`src/rtl/kpr_pkg.sv`:
```
package kpr_pkg;
  // Access direction carried with each request
  typedef enum logic {
    ACC_WR = 1'b0,
    ACC_RD = 1'b1
  } acc_kind_e;
endpackage

```
`src/rtl/kpr_rst_sync.sv`:
```
module kpr_rst_sync (
  input  logic clk,
  input  logic rst_n,
  output logic rst_sync_n
);
  logic meta_q;

  always_ff @(posedge clk or negedge rst_n) begin
    if (!rst_n) begin
      meta_q     <= 1'b0;
      rst_sync_n <= 1'b0;
    end else begin
      meta_q     <= 1'b1;
      rst_sync_n <= meta_q;
    end
  end
endmodule

```
`src/rtl/kpr_mask_regs.sv`:
```
module kpr_mask_regs #(
  parameter int MASK_W = 64
) (
  input  logic              clk,
  input  logic              rst_n,
  input  logic              ovr_wr_en,
  input  logic              auth_wr_en,
  input  logic [MASK_W-1:0] wr_data,
  output logic [MASK_W-1:0] auth_q,
  output logic [MASK_W-1:0] ovr_q
);
  logic [MASK_W-1:0] auth_d;
  logic [MASK_W-1:0] ovr_d;

  always_comb begin
    ovr_d  = ovr_q;
    auth_d = auth_q;
    if (ovr_wr_en)  ovr_d  = wr_data;
    // merge uses the override held before this edge
    if (auth_wr_en) auth_d = (auth_q & ~ovr_q) | (wr_data & ovr_q);
  end

  always_ff @(posedge clk or negedge rst_n) begin
    if (!rst_n) begin
      auth_q <= '0;
      ovr_q  <= '0;
    end else begin
      if (ovr_wr_en)  ovr_q  <= ovr_d;
      if (auth_wr_en) auth_q <= auth_d;
    end
  end
endmodule

```
`src/rtl/kpr_shadow.sv`:
```
module kpr_shadow #(
  parameter int MASK_W = 64
) (
  input  logic              clk,
  input  logic              rst_n,
  input  logic              ctx_load,
  input  logic [MASK_W-1:0] ctx_mask,
  input  logic              use_eff,
  input  logic [MASK_W-1:0] auth_q,
  input  logic [MASK_W-1:0] ovr_q,
  output logic [MASK_W-1:0] eff_q,
  output logic              eff_vld_q
);
  logic [MASK_W-1:0] eff_d;
  logic              vld_d;

  always_comb begin
    eff_d = (auth_q & ~ovr_q) | (ctx_mask & ovr_q);
    if (ctx_load)     vld_d = 1'b1;
    else if (use_eff) vld_d = eff_vld_q;
    else              vld_d = 1'b0;
  end

  always_ff @(posedge clk or negedge rst_n) begin
    if (!rst_n) begin
      eff_q     <= '0;
      eff_vld_q <= 1'b0;
    end else begin
      if (ctx_load) eff_q <= eff_d;
      eff_vld_q <= vld_d;
    end
  end
endmodule

```
`src/rtl/kpr_lookup.sv`:
```
module kpr_lookup #(
  parameter int NUM_CLASS = 32,
  localparam int MASK_W   = 2 * NUM_CLASS,
  localparam int KEY_W    = $clog2(NUM_CLASS)
) (
  input  logic [MASK_W-1:0] mask,
  input  logic [KEY_W-1:0]  key,
  input  kpr_pkg::acc_kind_e kind,
  output logic              deny
);
  logic [NUM_CLASS-1:0] wr_blk;
  logic [NUM_CLASS-1:0] rd_blk;

  // MSB-first numbering: class c write bit at 2c, read bit at 2c+1
  for (genvar c = 0; c < NUM_CLASS; c++) begin : g_cls
    assign wr_blk[c] = mask[MASK_W-1-2*c];
    assign rd_blk[c] = mask[MASK_W-2-2*c];
  end

  assign deny = (kind == kpr_pkg::ACC_RD) ? rd_blk[key] : wr_blk[key];
endmodule

```
`src/rtl/key_perm_reg.sv`:
```
module key_perm_reg #(
  parameter int NUM_CLASS = 32,
  localparam int MASK_W   = 2 * NUM_CLASS,
  localparam int KEY_W    = $clog2(NUM_CLASS)
) (
  input  logic              clk,
  input  logic              rst_n,
  input  logic              ovr_wr_en,
  input  logic              auth_wr_en,
  input  logic [MASK_W-1:0] wr_data,
  input  logic              ctx_load,
  input  logic [MASK_W-1:0] ctx_mask,
  input  logic              use_eff,
  input  logic              acc_req,
  input  logic [KEY_W-1:0]  acc_key,
  input  logic              acc_is_rd,
  output logic              acc_deny,
  output logic              acc_deny_q,
  output logic [MASK_W-1:0] auth_q,
  output logic [MASK_W-1:0] ovr_q
);
  logic              rst_sync_n;
  logic [MASK_W-1:0] eff_q;
  logic              eff_vld_q;
  logic [MASK_W-1:0] act_mask;
  logic              deny_d;
  kpr_pkg::acc_kind_e kind;

  kpr_rst_sync u_rst (
    .clk        (clk),
    .rst_n      (rst_n),
    .rst_sync_n (rst_sync_n)
  );

  kpr_mask_regs #(.MASK_W(MASK_W)) u_regs (
    .clk        (clk),
    .rst_n      (rst_sync_n),
    .ovr_wr_en  (ovr_wr_en),
    .auth_wr_en (auth_wr_en),
    .wr_data    (wr_data),
    .auth_q     (auth_q),
    .ovr_q      (ovr_q)
  );

  kpr_shadow #(.MASK_W(MASK_W)) u_shadow (
    .clk       (clk),
    .rst_n     (rst_sync_n),
    .ctx_load  (ctx_load),
    .ctx_mask  (ctx_mask),
    .use_eff   (use_eff),
    .auth_q    (auth_q),
    .ovr_q     (ovr_q),
    .eff_q     (eff_q),
    .eff_vld_q (eff_vld_q)
  );

  assign act_mask = (use_eff && eff_vld_q) ? eff_q : auth_q;
  assign kind     = acc_is_rd ? kpr_pkg::ACC_RD : kpr_pkg::ACC_WR;

  kpr_lookup #(.NUM_CLASS(NUM_CLASS)) u_lookup (
    .mask (act_mask),
    .key  (acc_key),
    .kind (kind),
    .deny (acc_deny)
  );

  always_comb deny_d = acc_req & acc_deny;

  always_ff @(posedge clk or negedge rst_sync_n) begin
    if (!rst_sync_n) acc_deny_q <= 1'b0;
    else             acc_deny_q <= deny_d;
  end
endmodule

```
`config.mk`:
```
export PLATFORM = sky130hd
export DESIGN_NAME = key_perm_reg
export DESIGN_NICKNAME = d
export VERILOG_FILES = /design/src/rtl/kpr_pkg.sv /design/src/rtl/kpr_rst_sync.sv /design/src/rtl/kpr_mask_regs.sv /design/src/rtl/kpr_shadow.sv /design/src/rtl/kpr_lookup.sv /design/src/rtl/key_perm_reg.sv
export SDC_FILE = /design/constraint.sdc
export NUM_CORES = 1
export LEC_CHECK = 0
export BUFFER_PORTS_ARGS = -buffer_cell sky130_fd_sc_hd__buf_2
export CORE_AREA = 2 2 102 203
export DETAILED_ROUTE_END_ITERATION = 12
export DIE_AREA = 0 0 104 205
export PLACE_DENSITY_LB_ADDON = 0.12
export SLEW_MARGIN = 20
export SYNTH_ARGS = -nofsm -noshare
export SYNTH_HDL_FRONTEND = slang
export SYNTH_SLANG_ARGS = --single-unit
export TNS_END_PERCENT = 20
```
`constraint.sdc`:
```
create_clock -name clk -period 5.8 [get_ports clk]
set_clock_uncertainty 0.15 [all_clocks]
set_input_delay 1.45 -clock clk [delete_from_list [all_inputs] [get_ports clk]]
set_output_delay 1.45 -clock clk [all_outputs]
set_load 0.02 [all_outputs]
```
==> reports/qor.yml <==
worst_setup_path:
  critical_path.max_stage_delay_ns: 0.51
  setup.worst_path.end_class: "output port"
  arrival_ns: 3.94
  worstPathMaxFanout: 25
  critPathTopFamily: "buffers and inverters"
  cp_num_buf_inv: 3
  crit_slowest_cell: "and2_2"
  required_ns: 4.20
  path_common_cell: "buf_2"
  path_cells: "buf_2 -> and2_2 -> buf_4 -> nand2_1 -> a31oi_1 -> a41oi_1 -> a32o_1 -> mux2_2 -> mux2i_1 -> buf_2"
  worst-setup-path-type: "input port to output port"
  start_kind: "input port"
detailed_routing:
  routed_wl_um: 25900
  vias: 7354
  viasPerCell: 5.38
  drtIter0Drc: 301
  drt_pass1_iterations: 5
  avgRoutedWirePerCell_um: 19.0
  drt_drc_violations_left: 0
  antenna_left: 0
grt:
  grt_max_degree: 130
  antenna_found_initial: 0
  grt_first_pass_wirelength_um: 40400
  track_usage_pct: 24.4
  grt_overflow_total: 0
  grt_pass1_vias: 7267
clock_tree:
  clkSinkCount: 196
  numCtsBuffers: 17
  clockBufferDepth: 2
  clkTransAtPathRegs_ns: 0.07
  cts_tree: "built"
  htreeDepth: 4
  cts-root-buf: "clkbuf_16"
  post_cts_buffers: 0
  cts_resized: 0
  clk_latency_ns: 0.43
sta:
  tightest_slew_ns: 0.931
  fin_crit_ns: 5.54
  fmax_mhz: 180
  hold_violations: 0
  rsz0062_at_grt: "false"
  relSlewSlack_pct: 38.0
  drv_slew: 0
  tns_ns: 0
  setup_viol: 0
  finalCritPeriodShare_pct: 95.6
floorplan:
  start_util_pct: 46.4
  io_pins: 271
  num_rows: 73
  core-area_sq_mm: 0.0197
  die_width_um: 104
  die_h_um: 205
  dieArea_sq_mm: 0.0213
yosys:
  syn_inst: 845
  ys_seq_elements: 196
  synthXorXnorAreaFrac_pct: 0
  synth_top_area_share_pct: 53.6
  yosysWarnings: 0
  synth.distinct_cells: 33
  synth-async-reset-ratio_pct: 100
  synth-compound-area-share_pct: 7.71
  avgSynthCellArea_sq_um: 10.8
  synth_area_sq_mm: 0.00915
  synth_top_family_by_area: "multiplexers"
  ys.flop_type: "dfrtp_1"
  syn_nets: 986
  synth_largest_area_cell: "dfrtp_1"
  synth_edf_count: 0
  yosys.area_share.adder_pct: 0
  yosysSeqAreaShare_pct: 53.6
  synth_area_leaders: "dfrtp_1 (54%), mux2_2 (16%), mux2i_1 (7.5%)"
  synth.area.mux_share_pct: 23.4
  yosys.area_share.simple_pct: 12.6
placed_design:
  place_congestion: 0.799
  hpwl_um: 18600
  port-buffer-count: 270
  dpl.cell_count: 1335
status:
  status: "complete, no violations"
run:
  maxCapViolCount: 0
finish:
  fin_cells: 1368
  antennaDiodeCount: 0
  fin_nets: 1235
  area_growth_pct: 23.0
  drive_gt1_share_pct: 39.7
power_and_ir_drop:
  powerDensity_mw_per_mm2: 337
  ir_drop_mv: 0.183
  leakage_uw: 0.00531
hold_path:
  worstHoldPathType: "register to register"
==> cell type report <==
class	count	area, sq um
timing repair buffer	280	1460
sequential	196	4910
tap	262	328
fill	1838	8480
multi-input combinational	599	4020
clock buffer	23	458
clock inverter	8	81.3
==> layout by cell type (no fill, tap or decap), types with 3 or more instances in the layout <==
master | synthesis | routed
nand4_1 | 12 | 12
a21oi_1 | 68 | 68
mux2i_1 | 69 | 69
clkinvlp_4 | 0 | 5
clkbuf_1 | 34 | 5
nand2b_1 | 3 | 3
o21ai_0 | 10 | 10
nand3_1 | 14 | 14
mux2_2 | 129 | 129
buf_4 | 2 | 7
a211oi_1 | 12 | 12
nor2_1 | 89 | 88
dfrtp_1 | 196 | 195
nand2_1 | 143 | 143
a31oi_1 | 14 | 14
a32oi_1 | 5 | 5
clkbuf_16 | 0 | 17
buf_2 | 11 | 268
and3_1 | 11 | 11
==> through the flow <==
step | power (uW) | hold WS, ns | util, % | worst slack [ns] | cell area, sq um
finish | 3790 | 0.209 | 57.0 | 0.257 | 11300
global route | 3960 | 0.214 | 57.0 | 0.103 | 11300
CTS | 3830 | 0.212 | 57.0 | 0.246 | 11200
detailed placement | 2710 | -0.0179 | 54.2 | 0.255 | 10700
global placement | 2700 | -0.0183 | 54.2 | 0.312 | 10700
floorplan | 2330 | 0.181 | - | 1.18 | 9150
==> cell families (layout without fill, tap and decap cells) <==
family / count (synthesis) / in the layout
and+or+nand+nor: 280 / 280
muxes: 198 / 198
DFF: 196 / 196
AOI/OAI and AO/OA: 120 / 120
buffers and inverters: 50 / 311
other: 1 / 1
==> cells in the mapped netlist (11+ instances only) <==
master	count
a21oi_1	68
nand3_1	14
a31oi_1	14
nand4_1	12
a211oi_1	12
and3_1	11
clkbuf_1	34
mux2i_1	69
nand2_1	143
nor2_1	89
buf_2	11
dfrtp_1	196
mux2_2	129
==> routing by layer <==
metal,wire length [um],up-vias,global-route usage [%]
met2,14300,221,45.2
met3,1020,30,3.28
met4,546,0,8.20
met1,10000,3642,29.0
met5,0,-,0
li1,-,3461,-
==> path summary, 6_finish.rpt <==
path | start | endpoint | slack (ns) | cells after the start
worst max register to register | u_shadow.eff_vld_q | acc_deny_q | 3.06 | 8
worst min-delay path | u_rst.meta_q | u_rst.rst_sync_n | 0.21 | 0
max in group asynchronous | u_rst.rst_sync_n | u_regs.ovr_q[46] | 4.00 | 2
worst min register to register | u_rst.meta_q | u_rst.rst_sync_n | 0.21 | 0
min in group asynchronous | u_rst.rst_sync_n | asynchronous set/reset pin | 0.34 | 1
worst max-delay path | use_eff | acc_deny | 0.26 | 10
==> what timing repair did <==
item | in CTS | in global routing
hold buffers | 2 | 0
endpoints found under the hold margin | 4 | 0
endpoints found under the setup margin | 0 | 0
==> power breakdown <==
part / total [uW] / switching [uW] / internal (uW)
sequential: 1810 / 232 / 1580
clock: 1120 / 516 / 602
combinational: 868 / 496 / 372
total: 3790 / 1240 / 2550
(Power assumes the default switching activity.)
